--- config.mk ---
export PLATFORM = sky130hd
export DESIGN_NAME = vic_top
export DESIGN_NICKNAME = d
export VERILOG_FILES = /design/src/rtl/vic_pkg.sv /design/src/rtl/vic_sync.sv /design/src/rtl/vic_regs.sv /design/src/rtl/vic_vector.sv /design/src/rtl/vic_top.sv
export SDC_FILE = /design/constraint.sdc
export NUM_CORES = 1
export LEC_CHECK = 0
export BUFFER_PORTS_ARGS = -buffer_cell sky130_fd_sc_hd__buf_2
export CAP_MARGIN = 20
export CORE_ASPECT_RATIO = 1.4
export CORE_MARGIN = 2
export CORE_UTILIZATION = 55
export DETAILED_ROUTE_END_ITERATION = 12
export PLACE_DENSITY = 0.82
export SLEW_MARGIN = 5
export SYNTH_ARGS = -nofsm -noshare
export SYNTH_HDL_FRONTEND = slang
export SYNTH_SLANG_ARGS = --single-unit
--- constraint.sdc ---
create_clock -name clk -period 6.8 [get_ports clk]
set_clock_uncertainty 0.15 [all_clocks]
set_input_delay 0 -clock clk [delete_from_list [all_inputs] [get_ports clk]]
set_output_delay 0 -clock clk [all_outputs]
set_load 0.01 [all_outputs]
--- src/rtl/vic_pkg.sv ---
package vic_pkg;

    typedef enum logic [1:0] {
        VEC_QUIET  = 2'd0,
        VEC_SINGLE = 2'd1,
        VEC_SHARED = 2'd2
    } vec_state_e;

    localparam logic [2:0] OFS_MASK   = 3'd0;
    localparam logic [2:0] OFS_RAW    = 3'd1;
    localparam logic [2:0] OFS_MASKED = 3'd2;
    localparam logic [2:0] OFS_NMI    = 3'd3;
    localparam logic [2:0] OFS_DEBUG  = 3'd4;

endpackage

--- src/rtl/vic_sync.sv ---
module vic_sync #(
    parameter int W      = 31,
    parameter int STAGES = 2
) (
    input  logic         clk,
    input  logic         rst_n,
    input  logic [W-1:0] d,
    output logic [W-1:0] q
);

    logic [W-1:0] stg [STAGES];

    for (genvar s = 0; s < STAGES; s++) begin : g_stage
        if (s == 0) begin : g_first
            always_ff @(posedge clk or negedge rst_n) begin
                if (!rst_n) stg[s] <= '0;
                else        stg[s] <= d;
            end
        end else begin : g_next
            always_ff @(posedge clk or negedge rst_n) begin
                if (!rst_n) stg[s] <= '0;
                else        stg[s] <= stg[s-1];
            end
        end
    end

    assign q = stg[STAGES-1];

endmodule

--- src/rtl/vic_regs.sv ---
module vic_regs
    import vic_pkg::*;
#(
    parameter int DATA_W = 32,
    parameter int NORM_W = 29,
    parameter int ADDR_W = 3
) (
    input  logic                clk,
    input  logic                rst_n,
    input  logic                bus_sel,
    input  logic                bus_wr,
    input  logic [ADDR_W-1:0]   bus_addr,
    input  logic [DATA_W/8-1:0] bus_be,
    input  logic [DATA_W-1:0]   bus_wdata,
    input  logic [DATA_W-1:0]   raw_pend,
    input  logic [DATA_W-1:0]   nmi_stat,
    output logic [NORM_W-1:0]   gated_norm,
    output logic [DATA_W-1:0]   bus_rdata
);

    localparam int BE_W = DATA_W / 8;

    logic [DATA_W-1:0] mask_q;
    logic [DATA_W-1:0] gated;
    logic              mask_we;

    assign mask_we = bus_sel && bus_wr && (bus_addr == OFS_MASK)
                     && (bus_be == {BE_W{1'b1}});

    always_ff @(posedge clk or negedge rst_n) begin
        if (!rst_n)       mask_q <= '0;
        else if (mask_we) mask_q <= bus_wdata;
    end

    assign gated      = raw_pend & mask_q;
    assign gated_norm = gated[NORM_W-1:0];

    always_comb begin
        unique case (bus_addr)
            OFS_MASK:   bus_rdata = mask_q;
            OFS_RAW:    bus_rdata = raw_pend;
            OFS_MASKED: bus_rdata = gated;
            OFS_NMI:    bus_rdata = nmi_stat;
            OFS_DEBUG:  bus_rdata = '0;
            default:    bus_rdata = '0;
        endcase
    end


    mask_wr_chk: assert property (@(posedge clk) disable iff (!rst_n)
        (bus_sel && bus_wr && bus_addr == OFS_MASK && bus_be == {BE_W{1'b1}})
        |=> (mask_q == $past(bus_wdata)));


    ro_offset_chk: assert property (@(posedge clk) disable iff (!rst_n)
        (bus_sel && bus_wr && bus_addr != OFS_MASK) |=> $stable(mask_q));


    partial_wr_chk: assert property (@(posedge clk) disable iff (!rst_n)
        (bus_sel && bus_wr && bus_be != {BE_W{1'b1}}) |=> $stable(mask_q));

endmodule

--- src/rtl/vic_vector.sv ---
module vic_vector
    import vic_pkg::*;
#(
    parameter int           N           = 29,
    parameter int           VEC_W       = 8,
    parameter logic [7:0]   SHARED_CODE = 8'h30,
    parameter logic [7:0]   BASE_CODE   = 8'h31
) (
    input  logic             clk,
    input  logic             rst_n,
    input  logic [N-1:0]     pend_in,
    output logic [VEC_W-1:0] vec_out
);

    localparam int IDX_W = (N > 1) ? $clog2(N) : 1;

    vec_state_e       state_q, state_nxt;
    logic [IDX_W-1:0] low_idx;
    logic             low_found;
    logic             many;
    logic [VEC_W-1:0] vec_q;

    always_comb begin
        low_idx   = '0;
        low_found = 1'b0;
        for (int i = 0; i < N; i++) begin
            if (pend_in[i] && !low_found) begin
                low_idx   = IDX_W'(i);
                low_found = 1'b1;
            end
        end
    end

    assign many = |(pend_in & (pend_in - N'(1)));

    always_comb begin
        if (pend_in == '0) state_nxt = VEC_QUIET;
        else if (many)     state_nxt = VEC_SHARED;
        else               state_nxt = VEC_SINGLE;
    end

    always_ff @(posedge clk or negedge rst_n) begin
        if (!rst_n) state_q <= VEC_QUIET;
        else        state_q <= state_nxt;
    end

    always_ff @(posedge clk or negedge rst_n) begin
        if (!rst_n) begin
            vec_q <= '0;
        end else begin
            unique case (state_nxt)
                VEC_QUIET:  vec_q <= '0;
                VEC_SINGLE: vec_q <= VEC_W'(BASE_CODE) + VEC_W'(low_idx);
                VEC_SHARED: vec_q <= VEC_W'(SHARED_CODE);
                default:    vec_q <= '0;
            endcase
        end
    end

    assign vec_out = vec_q;


    vec_quiet_chk: assert property (@(posedge clk) disable iff (!rst_n)
        (pend_in == '0) |=> (vec_out == '0));


    vec_shared_chk: assert property (@(posedge clk) disable iff (!rst_n)
        ($countones(pend_in) > 1) |=> (vec_out == VEC_W'(SHARED_CODE)));


    vec_single_chk: assert property (@(posedge clk) disable iff (!rst_n)
        $onehot(pend_in) |=> (vec_out >= VEC_W'(BASE_CODE)
                              && vec_out < VEC_W'(BASE_CODE) + VEC_W'(N)));


    state_vec_chk: assert property (@(posedge clk) disable iff (!rst_n)
        (state_q == VEC_SINGLE) |-> (vec_out != '0 && vec_out != VEC_W'(SHARED_CODE)));

endmodule

--- src/rtl/vic_top.sv ---
module vic_top #(
    parameter int NUM_IN      = 32,
    parameter int NMI_BASE    = 30,
    parameter int DATA_W      = 32,
    parameter int VEC_W       = 8,
    parameter int SYNC_STAGES = 2
) (
    input  logic                clk,
    input  logic                rst_n,
    input  logic [NUM_IN-1:1]   irq_line,
    input  logic                bus_sel,
    input  logic                bus_wr,
    input  logic [2:0]          bus_addr,
    input  logic [DATA_W/8-1:0] bus_be,
    input  logic [DATA_W-1:0]   bus_wdata,
    output logic [DATA_W-1:0]   bus_rdata,
    output logic [VEC_W-1:0]    irq_vec,
    output logic                nmi_out
);

    localparam int NORM_W = NMI_BASE - 1;
    localparam int LINE_W = NUM_IN - 1;

    logic [LINE_W-1:0] sync_q;
    logic [DATA_W-1:0] raw_pend;
    logic [DATA_W-1:0] nmi_stat;
    logic [NORM_W-1:0] gated_norm;

    vic_sync #(.W(LINE_W), .STAGES(SYNC_STAGES)) u_sync (
        .clk   (clk),
        .rst_n (rst_n),
        .d     (irq_line),
        .q     (sync_q)
    );

    // line n (sync_q[n-1]) -> raw bit n-1 for normal lines
    assign raw_pend = DATA_W'(sync_q[NORM_W-1:0]);
    // lines NMI_BASE.. keep their own bit position
    assign nmi_stat = {sync_q[LINE_W-1:NORM_W], {NMI_BASE{1'b0}}};
    assign nmi_out  = |nmi_stat;

    vic_regs #(.DATA_W(DATA_W), .NORM_W(NORM_W), .ADDR_W(3)) u_regs (
        .clk        (clk),
        .rst_n      (rst_n),
        .bus_sel    (bus_sel),
        .bus_wr     (bus_wr),
        .bus_addr   (bus_addr),
        .bus_be     (bus_be),
        .bus_wdata  (bus_wdata),
        .raw_pend   (raw_pend),
        .nmi_stat   (nmi_stat),
        .gated_norm (gated_norm),
        .bus_rdata  (bus_rdata)
    );

    vic_vector #(.N(NORM_W), .VEC_W(VEC_W)) u_vector (
        .clk     (clk),
        .rst_n   (rst_n),
        .pend_in (gated_norm),
        .vec_out (irq_vec)
    );


    nmi_vec_split_chk: assert property (@(posedge clk) disable iff (!rst_n)
        (sync_q[NORM_W-1:0] == '0) |=> (irq_vec == '0));

endmodule

## Yosys cells after proc, flatten, opt, wreduce, memory -nomap -nowiden

Cells that the tools add are included.

- Register bits: 102

- $add $sub $neg: 2
- Equality and inequality tests: 6
- Muxes and demuxes: 60
- Bitwise logic cells: 2
- Reductions and logical operators: 63

Operators with widths:

| kind | count |
|---|---|
| 5-bit 2-to-1 mux | 27 |
| 32-bit case mux with 4 select lines | 1 |
| 29-bit by 32-bit bitwise AND with 32-bit output | 1 |
| 1-bit logical AND | 31 |
| 29-bit bitwise AND | 1 |
| 29-bit zero test | 1 |
| 1-bit 2-to-1 mux | 29 |
| 29-bit OR reduction | 1 |
| 29-bit by 1-bit subtractor with 29-bit output (second input constant) | 1 |
| 1-bit zero test | 28 |
| 8-bit case mux with 2 select lines | 1 |
| 6-bit by 5-bit adder with 7-bit output (first input constant) | 1 |
| 3-bit by 2-bit == test with 1-bit output (second input constant) | 2 |
| 4-bit == test (second input constant) | 1 |
| 2-bit 2-to-1 mux | 2 |
| 3-bit by 1-bit == test with 1-bit output (second input constant) | 1 |
| 3-bit zero test | 1 |
| 2-bit by 1-bit == test with 1-bit output (second input constant) | 1 |
| 2-bit == test (second input constant) | 1 |
| 2-bit OR reduction | 1 |

## Longest topological paths before layout

Gate-level depths: netlist (run 1).

- Depth after elaboration: 88
- Depth in mapped cells: 10
- Gate-level depth less buffers: 10

## By module

Synthesis (run 1) repeated with hierarchy kept, for this count alone.

- Cells, all modules: 518
- Area, all modules: 5424.0 um^2

Modules (own cells, without submodules):

| module | times used | cells an instance | area each (um^2) | seq. area each (um^2) |
|---|---|---|---|---|
| vic_regs | 1 | 278 | 2562.5 | 800.8 |
| vic_sync | 1 | 93 | 1784.2 | 1551.5 |
| vic_vector | 1 | 145 | 1067.3 | 175.2 |
| vic_top | 1 | 2 | 10.0 | 0.0 |

## Worst setup path after synthesis (run 1)

Ideal clock, no wire load.

- Path type: reg2reg
- Start: register u_sync.stg, in the netlist u_sync.q[1]
- End: register u_vector.vec_q[6] (netlist: u_vector.vec_out[6])
- Setup time: 0.119 ns
- Data arrival time: 2.693 ns
- Data required time: 6.531 ns
- Path slack: 3.838 ns
- Cell stages (with the launch flop): 10
- Buffers on the path: 0
- Clock period less this slack: 2.962 ns
- Cell sequence: dfrtp_1 > a222oi_1 > nand4_2 > nor3_1 > nand3_1 > a22oi_1 > o21ai_0 > ha_1 > a31o_2 > and2_1

- Longest elaborated chain between the ends: 86
- Elaborated cells between the ends (all ways): 121

RTL lines:

| what | RTL line | text |
|---|---|---|
| from (decl) | vic_sync.sv:11 | `logic [W-1:0] stg [STAGES];` |
| from (signal, indexed assignment) | vic_sync.sv:22 | `else stg[s] <= stg[s-1];` |
| 29-bit by 32-bit bitwise AND with 32-bit output * | vic_regs.sv:35 | `assign gated = raw_pend & mask_q;` |
| 1-bit logical AND | vic_vector.sv:27 | `if (pend_in[i] && !low_found) begin` |
| 1-bit 2-to-1 mux | vic_vector.sv:27 |  |
| 1-bit zero test | vic_vector.sv:27 |  |
| 1-bit logical AND | vic_vector.sv:27 |  |
| 1-bit 2-to-1 mux | vic_vector.sv:27 |  |
| 1-bit zero test | vic_vector.sv:27 |  |
| 1-bit logical AND | vic_vector.sv:27 |  |
| [70 not listed] | n/a |  |
| 1-bit zero test | vic_vector.sv:27 |  |
| 1-bit logical AND | vic_vector.sv:27 |  |
| 1-bit 2-to-1 mux | vic_vector.sv:27 |  |
| 1-bit zero test | vic_vector.sv:27 |  |
| 1-bit logical AND | vic_vector.sv:27 |  |
| 5-bit 2-to-1 mux | vic_vector.sv:27 |  |
| 6-bit by 5-bit adder with 7-bit output | vic_vector.sv:53 | `VEC_SINGLE: vec_q <= VEC_W'(BASE_CODE) + VEC_W'(low_idx);` |
| 8-bit case mux with 2 select lines * | vic_vector.sv:51 | `unique case (state_nxt)` |
| to (signal assigned) | vic_vector.sv:53 |  |
| to (signal assigned) | vic_vector.sv:54 | `VEC_SHARED: vec_q <= VEC_W'(SHARED_CODE);` |
| to (decl) | vic_vector.sv:21 | `logic [VEC_W-1:0] vec_q;` |

Mark *: on every way between the ends. The rest lies on a longest branch, timed or not.
A chain may end at the register's enable or synchronous reset.

## Worst setup path after layout (run 1)

Same ends and word-level chain as after synthesis.

==> results.tsv, run 1 <==
metric	value	unit
r2r_end	u_vector.vec_out[6]	
cts.sinks	101	
wirelength	14.0	mm
violations	hold timing	
io_pins	115	
crit_start	u_sync.q[1]	
design_power_total	1.48	mW
drtIter0Drc	430	
drive_gt1_frac	0.281	
vias	4335	
synth-seq-area-share	0.547	
relSlewSlack	0.468	
ys_seq_elements	101	
reg2reg_slack	3.17	ns
ff_latch_area	0.00253	mm²
multiInputGateArea	0.00200	mm²
nets	705	
async_reset_ff_frac	1.00	
ctsLongestPathBuffers	2	
place_inst	656	
fin_tns_setup	0	ns
die_height	112	µm
power_density	237	mW/mm²
rsz0062_at_grt	false	
vdd_drop_max	0.201	mV
cts_tree	yes	
yosysWarnings	0	
clk_latency	0.35	ns
max_freq	276	MHz
syn2layout_area_growth	34.9	%
synth_cells	456	
grt_pass1_wl	22.4	mm
gp_congestion	0.958	
via_per_inst	5.89	
placementRows	39	
grt_pass1_vias	4483	
insertedDiodeCount	0	
path_class	reg -> reg	
synthFlopType	dfrtp_1	
start_kind	register	
post_drt_wl_per_cell	19.0	µm
synth.distinct_cells	57	
drv_slew	0	
clk_pin_slew	0.07	ns
grt_max_degree	68	
drc	0	
post-route-min-period	3.63	ns
hold_viol	25	
reg2regPathDepth	9	
grt_remaining_overflow	0	
core	0.00815	mm²
netlist_area	0.00462	mm²
tightest_slew	0.797	ns
crit_end	u_vector.vec_out[6]	
postRouteAntennaNets	0	
setup_viol	0	
hp-class	in -> async	
synth_edf_count	0	
min_period_over_period	0.534	
cts_buffers	9	
fin_hold_ws	-0.0135	ns
ctsResizeCount	0	
hpwl	9.08	mm
layout_common_cells	112 x buf_2, 101 x dfrtp_1, 65 x dlygate4sd3_1, 56 x nor2_1, 55 x nand2_1	
h-tree-depth	3	
antenna_found_initial	0	
start_util	0.567	
grtUsageTotal	0.326	
cp.required	6.88	ns
syn_nets	531	
nFillCells	542	
syn-mean-instance-area	10.1	µm²
crit_fanout	14	
layout_commonest_cell	buf_2	
leakagePower	3.00	nW
port_buffers	113	
dieWidth	81.5	µm
r2r_start	u_sync.q[1]	
dr.pass1.iters	5	
stdcell_count	736	
cts_root_buffer	clkbuf_16	
drv_cap	0	
cts_setup_buffers	0	
critPathArrivalTime	3.71	ns
endpoint_kind	register	
status	finished, violations left	
dieArea	0.00916	mm²
[worst min path at each step]
stage | startpoint | to | slack [ns] | cells after the start
detailed placement | rst_n | u_regs.mask_q[6] | -0.18 | 1
CTS | rst_n | u_regs.mask_q[1] | 0.00008 | 2
global placement | rst_n | u_regs.mask_q[1] | -0.18 | 1
floorplan | rst_n | u_regs.mask_q[0] | -0.45 | 0
global route | rst_n | u_regs.mask_q[1] | 0.04 | 2
finish | rst_n | u_regs.mask_q[1] | -0.01 | 2
[state kept, by name, summed over array words and instances, names as in the netlist]
name              flops
u_regs.mask_q        32
u_sync.stg           31
u_vector.vec_out      7
u_sync.q             31
[repair_timing]
action | 4_1_cts | 5_1_grt
endpoints found under the setup margin | 0 | 0
hold buffers | 65 | 0
endpoints found under the hold margin | 97 | 0
[worst max-delay path, cell delays in order, from the launching register on]
cell      delay [ns]
dfrtp_1         0.42
a222oi_1        0.74
nand4_2         0.46
nor3_1          0.58
nand3_1         0.20
a22oi_1         0.25
o21ai_0         0.11
ha_1            0.23
a31o_2          0.22
and2_1          0.15
[kinds of logic after synthesis]
group / after synthesis / share of synthesized area
and+or+nand+nor: 165 / 0.168
AOI/OAI and AO/OA: 132 / 0.182
DFF: 101 / 0.547
muxes: 32 / 0.0780
buffers and inverters: 24 / 0.0219
adders and majority gates: 1 / 0.00271
other: 1 / 0.000812
[stage by stage]
stage                     utilization  hold slack (ns)  instance area (µm²)  worst slack [ns]
after floorplan                     -           -0.446                 4620              3.84
after global placement          0.647           -0.184                 5270              3.33
after detailed placement        0.647           -0.177                 5270              3.24
after CTS                       0.765        0.0000757                 6230              3.21
after global routing            0.765           0.0359                 6230              2.84
final                           0.765          -0.0135                 6230              3.17
[synthesized netlist by cell type (all sizes together) (3+ instances only)]
cell type,number,share of area
nand2,55,0.045
buf,4,0.0057
nor3,8,0.0087
nor2,56,0.046
mux2,32,0.078
o21ai,34,0.037
a211oi,4,0.0065
nor4,5,0.0095
inv,5,0.0041
nand4,6,0.0095
o211ai,6,0.0098
clkbuf,15,0.012
and3,3,0.0043
a22oi,13,0.021
a21oi,39,0.042
nand3,14,0.015
and2,6,0.0089
a31oi,9,0.012
dfrtp,101,0.55
[layer usage]
metal	vias up	share of wire	global-route usage
met3	21	0.043	0.0498
met2	155	0.56	0.567
met1	2152	0.38	0.413
met4	0	0.015	0.0960
li1	2007	-	-
met5	-	0	0
[power breakdown]
group	total [mW]	internal, mW	switching [mW]
logic	0.261	0.120	0.141
registers	0.671	0.644	0.0273
clock network	0.546	0.323	0.224
total	1.48	1.09	0.393
[area by class of cell]
type	count	share of cell area
Sequential cell	101	0.406
Clock buffer	10	0.0367
Clock inverter	5	0.0133
Timing Repair Buffer	182	0.200
Multi-Input combinational cell	331	0.320
Inverter	5	0.00301
Tap cell	102	0.0205
Power figures use the tool's default switching activity.
==> run 2, diff against run 1 <==
Settings changed: ABC_AREA from default to 1, CORE_UTILIZATION 55 to 53, PLACE_DENSITY 0.82 to 0.79.
Clock period 6.8 ns to 3.6 ns, I/O delays scaled along.
==> run 2 against run 1 <==
The run now ends clean. Sequential power is 86% higher. Clock-buffer cell count is 3 higher. Largest cell class unchanged. Sequential share of layout area is 0.52 points lower. Critical path depth is 9 higher. Cell count is 6.8% higher. Synthesized cell count is 8.8% higher. Core utilization is 3.1 points lower. Critical endpoint is now u_vector.vec_out[4].
==> results.tsv, run 2 <==
metric	value	unit	change
pre_cts_ws	1.14	ns	-2.10 ns
yosys.area.top_type_share	0.539		-0.00789
ctsLongestPathBuffers	2		unchanged
h-tree-depth	3		unchanged
status	finished, final reports clean		
wirelength	12.1	mm	-14%
critPathArrivalTime	2.67	ns	-1.04 ns
endpoint_kind	register		
yosysWarnings	0		unchanged
top_usage_layer	met2		
layout_commonest_cell	nand2_1		
start_kind	register		
clk_latency	0.35	ns	about the same
design_power_total	2.73	mW	+84%
post_drt_wl_per_cell	15.4	µm	-19%
tightest_slew	0.906	ns	+0.109 ns
via_per_inst	5.15		-12%
relSlewSlack	0.396		-0.0722
ys_seq_elements	101		unchanged
grt_pass1_vias	4316		-3.7%
leakagePower	3.34	nW	+12%
ctsHoldBuffers	64		-1.5%
seqPwrFrac	0.459		+0.005
layout_common_cells	134 x nand2_1, 112 x buf_2, 101 x dfrtp_1, 64 x dlygate4sd3_1, 43 x inv_1		
cp_cell_sequence	nand2_4, nand2_4, nor2_1, nand2_1, nor2_1, nand2_1, nand4_1, nor2_1, nand3_1, nand2_1, nand4_1, ha_1, nand2_1, inv_1, nand2_1, nand2_1, nand2_1, o21ai_1		
synth_most_common_cell	nand2_1		
synth-seq-area-share	0.539		-0.00789
max_stage_delay	0.44	ns	-0.30 ns
synthFlopType	dfrtp_1		
dr.pass1.iters	4		-1
port_buffers	113		unchanged
grtUsageTotal	0.264		-0.0613
cts_root_buffer	clkbuf_16		
post-route-min-period	2.55	ns	-1.08 ns
rsz0062_at_grt	false		
yosys-top-cells-count	134 x nand2_1, 101 x dfrtp_1, 43 x inv_1		
power_density	432	mW/mm²	+82%
max_freq	393	MHz	+43%
drive_gt1_frac	0.313		+0.0320
largest_reg_flops	32		unchanged
slowest_stage	dfrtp_1		
sw_frac_of_total	0.279		+0.0133
gp_congestion	0.898		-6.2%
cts_setup_buffers	0		unchanged
synth.distinct_cells	30		-47%
hp-class	in -> reg		
nFillCells	611		+13%
cp_num_buf_inv	1		+1
path_class	reg -> reg		
syn_nets	571		+7.5%
p_clk_frac	0.348		-0.022
async_reset_ff_frac	1.00		unchanged
grtUsageMet2	0.498		-0.0683
drtIter0Drc	244		-43%
drv_cap	0		unchanged
io_pins	115		unchanged
grt_use_met1	0.293		-0.119
clk_pin_slew	0.07	ns	about the same
drc	0		unchanged
netlist_area	0.00469	mm²	+1.5%
die_height	115	µm	+2.5%
postRouteAntennaNets	0		unchanged
cp.required	3.72	ns	-3.16 ns
core	0.00861	mm²	+5.6%
fin_tns_setup	0	ns	unchanged
hold_viol	0		-100%
grt_max_degree	75		+10%
fin_ws	1.05	ns	-2.12 ns
drv_slew	0		unchanged
antenna_found_initial	0		unchanged
vdd_drop_max	0.396	mV	+97%
p_int	1.97	mW	+81%
dieArea	0.00962	mm²	+5.1%
min_period_over_period	0.707		+0.173
nets	751		+6.5%
start_util	0.544		-0.0224
syn-mean-instance-area	9.45	µm²	-6.7%
top_register	u_regs.mask_q		
synth_edf_count	0		unchanged
hpwl	7.61	mm	-16%
grt_remaining_overflow	0		unchanged
synth_area_leader_cell	dfrtp_1		
cts.sinks	101		unchanged
ctsResizeCount	0		unchanged
synthTopCellsByArea	dfrtp_1 54%, nand2_1 11%, mux2_2 7.7%		
cp_top_family	simple AND/OR/NAND/NOR gates		
placementRows	40		+2.6%
pwr-share-comb	0.192		+0.015
insertedDiodeCount	0		unchanged
syn2layout_area_growth	34.7	%	
setup_viol	0		unchanged
grt_pass1_wl	19.7	mm	-12%
vias	4051		-6.6%
grtUsageMet3	0.0431		-0.00677
p_sw	0.760	mW	+94%
cts_tree	yes		
synth_cells	496		+8.8%
crit_top_cell	nand2_1		
dieWidth	83.5	µm	+2.5%
reg2reg_slack	1.05	ns	-2.12 ns
cts_buffers	9		unchanged
crit_fanout	5		-9
[run 2: routing by layer]
| metal | wire (µm) | share of wire |
|---|---|---|
| met3 | 529 | 0.044 |
| met2 | 6590 | 0.54 |
| met5 | 0 | 0 |
| met1 | 4660 | 0.39 |
| met4 | 321 | 0.027 |
[run 2: final cells by class]
cell class / count / area [µm²] / share of cell area
flip-flops and latches: 101 / 2530 / 0.400
inverters: 49 / 185 / 0.0293
clock buffers: 13 / 270 / 0.0428
clock inverters: 3 / 25.0 / 0.00396
multi-input cells: 333 / 1930 / 0.305
well taps: 105 / 131 / 0.0208
repair buffers: 182 / 1250 / 0.197
[run 2: worst paths after layout]
check / from / endpoint / cells after the start
max in group asynchronous: rst_n / u_sync.q[28] / 3
worst max-delay path: u_regs.mask_q[0] / u_vector.vec_out[4] / 18
worst min register to register: u_sync.stg[43] / u_sync.q[12] / 0
worst max register to register: u_regs.mask_q[0] / u_vector.vec_out[4] / 18
min in group asynchronous: rst_n / u_sync.stg[31] / 2
worst min-delay path: irq_line[2] / u_sync.stg[32] / 2
[run 2: kinds of logic (layout without fill, tap and decap cells)]
family	Yosys count	count (layout)	share of synthesized area
flip-flops	101	101	0.539
buffers and inverters	62	247	0.0507
XOR/XNOR	1	1	0.00187
adder cells (fa/ha/maj)	2	2	0.00480
AND/OR/NAND/NOR	242	242	0.250
multiplexers	32	32	0.0769
AO/OA/AOI/OAI	55	55	0.0755
other	1	1	0.000800
[run 2: stage by stage]
stage               cells  utilization  hold slack (ns)  area, µm²
floorplan             496            -           -0.446       4690
global placement      706        0.625          -0.0427       5380
detailed placement    706        0.625          -0.0407       5380
CTS                   786        0.733            0.128       6310
global route          786        0.733            0.136       6310
finish                786        0.733            0.138       6310
[run 2: worst register-to-register path: stages (launching register included)]
cell and delay [ns]:
dfrtp_1 0.44, nand2_4 0.12, nand2_4 0.09, nor2_1 0.18
nand2_1 0.15, nor2_1 0.19, nand2_1 0.07, nand4_1 0.15
nor2_1 0.06, nand3_1 0.07, nand2_1 0.05, nand4_1 0.12
ha_1 0.20, nand2_1 0.06, inv_1 0.07, nand2_1 0.07
nand2_1 0.07, nand2_1 0.05, o21ai_1 0.12
[run 2: power groups by stage]
stage	Clock (mW)	Sequential, mW	Combinational (mW)
final	0.949	1.25	0.525
after global routing	1.01	1.26	0.582
after global placement	0	1.27	0.451
after floorplan	0	1.28	0.296
after detailed placement	0	1.27	0.465
after CTS	0.965	1.25	0.521
==> run 3, diff against run 2 <==
Settings changed: CORE_UTILIZATION 53 to 48, PLACE_DENSITY 0.79 to 0.76.
Clock period 3.6 ns to 2.15 ns, I/O delays scaled along.
==> run 3 against run 2 <==
The run now ends with setup timing left. Non-clock buffer count up 89. Global-route usage increased by 0.81 points. Clock power increased by 77%. Cell count up 12%. First-iteration DRC count grew 36%. Critical endpoint is now u_vector.vec_out[1]. Largest power group unchanged. Highest routed layer unchanged.
==> results.tsv, run 3 (synthesis results as in run 2) <==
metric	value	unit	change
violations	setup timing		
grtUsageTotal	0.272		+0.00806
layout_common_cells	124 x nand2_1, 112 x buf_2, 101 x dfrtp_1, 90 x buf_4, 64 x dlygate4sd3_1		
grt_pass1_wl	22.0	mm	+11%
seqPwrFrac	0.419		-0.040
drc	0		unchanged
dieArea	0.0106	mm²	+10%
pwr-share-comb	0.246		+0.054
post_drt_wl_per_cell	16.5	µm	+7.1%
stdcell_count	881		+12%
core	0.00946	mm²	+9.9%
fin_util	0.758		+0.0249
wirelength	14.5	mm	+20%
max_freq	411	MHz	+4.5%
postRouteAntennaNets	0		unchanged
critPathArrivalTime	2.57	ns	-0.10 ns
dr.pass1.iters	5		+1
rsz0062_at_grt	true		
path_class	reg -> reg		
grt_remaining_overflow	0		unchanged
setup_viol	7		+7
hpwl	8.51	mm	+12%
cts_buffers	9		unchanged
hold_viol	0		unchanged
placementRows	42		+5.0%
drtIter0Drc	333		+36%
start_kind	register		
die_height	121	µm	+4.9%
gp_congestion	0.908		+1.0%
place_inst	772		+9.3%
min_period_over_period	1.13		+0.426
post-route-min-period	2.43	ns	-0.110 ns
vdd_drop_max	0.601	mV	+52%
status	finished, violations left		
h-tree-depth	3		unchanged
drive_gt1_frac	0.430		+0.117
grt_max_degree	47		-37%
hp-class	in -> async		
cts_root_buffer	clkbuf_16		
antenna_found_initial	1		+1
cts.sinks	101		unchanged
fin_ws	-0.285	ns	-1.34 ns
clk_pin_slew	0.07	ns	about the same
largest_reg_flops	32		unchanged
p_sw	1.45	mW	+91%
leakagePower	3.81	nW	+14%
drv_cap	0		unchanged
dieWidth	87.5	µm	+4.8%
start_util	0.496		-0.0490
vias	4613		+14%
p_clk_frac	0.335		-0.013
relSlewSlack	0.647		+0.251
crit_fanout	5		unchanged
sw_frac_of_total	0.291		+0.0121
endpoint_kind	register		
clk_latency	0.35	ns	about the same
syn2layout_area_growth	53.0	%	
tightest_slew	0.530	ns	-0.376 ns
cp.required	2.29	ns	-1.43 ns
drv_slew	0		unchanged
ctsLongestPathBuffers	2		unchanged
nets	840		+12%
top_register	u_regs.mask_q		
layout_commonest_cell	nand2_1		
via_per_inst	5.24		+1.6%
port_buffers	113		unchanged
cts_tree	yes		
grt_pass1_vias	4696		+8.8%
p_int	3.55	mW	+80%
io_pins	115		unchanged
power_density	697	mW/mm²	+61%
run 3: cell count changes in the layout (fill, tap and decap cells not counted), sizes merged:
cell / delta
diode: +1
clkbuf: -4
bufinv: +1
buf: +89
clkinvlp: +1
inv: +2
run 3: final timing paths:
kind	start	to	slack (ns)	depth (start not counted)
worst max-delay path	u_regs.mask_q[2]	u_vector.vec_out[1]	-0.28	17
worst min register to register	u_sync.stg[31]	u_sync.q[0]	0.20	0
worst max register to register	u_regs.mask_q[2]	u_vector.vec_out[1]	-0.28	17
worst min-delay path	rst_n	u_regs.mask_q[2]	0.03	2
max in group asynchronous	rst_n	u_sync.q[14]	1.20	3
min in group clk	irq_line[21]	u_sync.stg[51]	0.13	2
run 3: worst max-delay path: stages (launching register included):
cell     delay (ns)
dfrtp_1        0.41
nand2_2        0.13
nand2_4        0.10
nor2_8         0.15
nand2_4        0.09
nor2_8         0.15
nand2_8        0.08
nor2_8         0.15
buf_6          0.13
or2_4          0.12
nand2_2        0.06
nor2_2         0.11
nand2_1        0.07
nor2_2         0.13
nand2_2        0.10
inv_4          0.07
nand2_4        0.06
nor2_2         0.10
run 3: metal layers:
layer / track usage / vias up / wire, µm
met2: 0.487 / 189 / 7800
met5: 0 / - / 0
li1: - / 2146 / -
met3: 0.0449 / 61 / 653
met1: 0.310 / 2217 / 5370
met4: 0.127 / 0 / 690
run 3: power groups by stage:
| stage | clock network (mW) | logic (mW) | registers (mW) |
|---|---|---|---|
| after CTS | 1.67 | 1.05 | 2.09 |
| final | 1.68 | 1.23 | 2.09 |
| after detailed placement | 0 | 0.938 | 2.13 |
| after global routing | 1.76 | 1.35 | 2.10 |
| after global placement | 0 | 0.913 | 2.12 |
| after floorplan | 0 | 0.500 | 2.15 |
run 3: final cells by class:
class                      count  area [µm²]
timing repair buffer         271        1940
antenna                        1        2.50
clock buffer                   9         225
inverter                      49         189
tap                          110         138
sequential                   101        2530
fill                         591        2290
multi-input combinational    333        2070
clock inverter                 7        78.8
run 3: timing repair:
item / CTS / global route
hold buffers: 64 / 0
setup endpoints to repair: 7 / 7
setup buffers: 7 / 22
pin swaps: 8 / 45
hold endpoints to repair: 164 / 0
resized for setup: 7 / 39
run 3: stage by stage:
step / worst slack (ns) / total power [mW] / setup TNS, ns / hold WS [ns] / area (µm²)
finish: -0.285 / 5.00 / -1.77 / 0.0277 / 7170
CTS: -0.163 / 4.81 / -1.01 / 0.0365 / 6880
floorplan: -0.0289 / 2.65 / -0.0289 / -0.446 / 4700
global placement: -0.163 / 3.03 / -0.526 / -0.142 / 5860
global route: -0.406 / 5.21 / -2.62 / 0.0920 / 7170
detailed placement: -0.192 / 3.06 / -0.956 / -0.136 / 5860
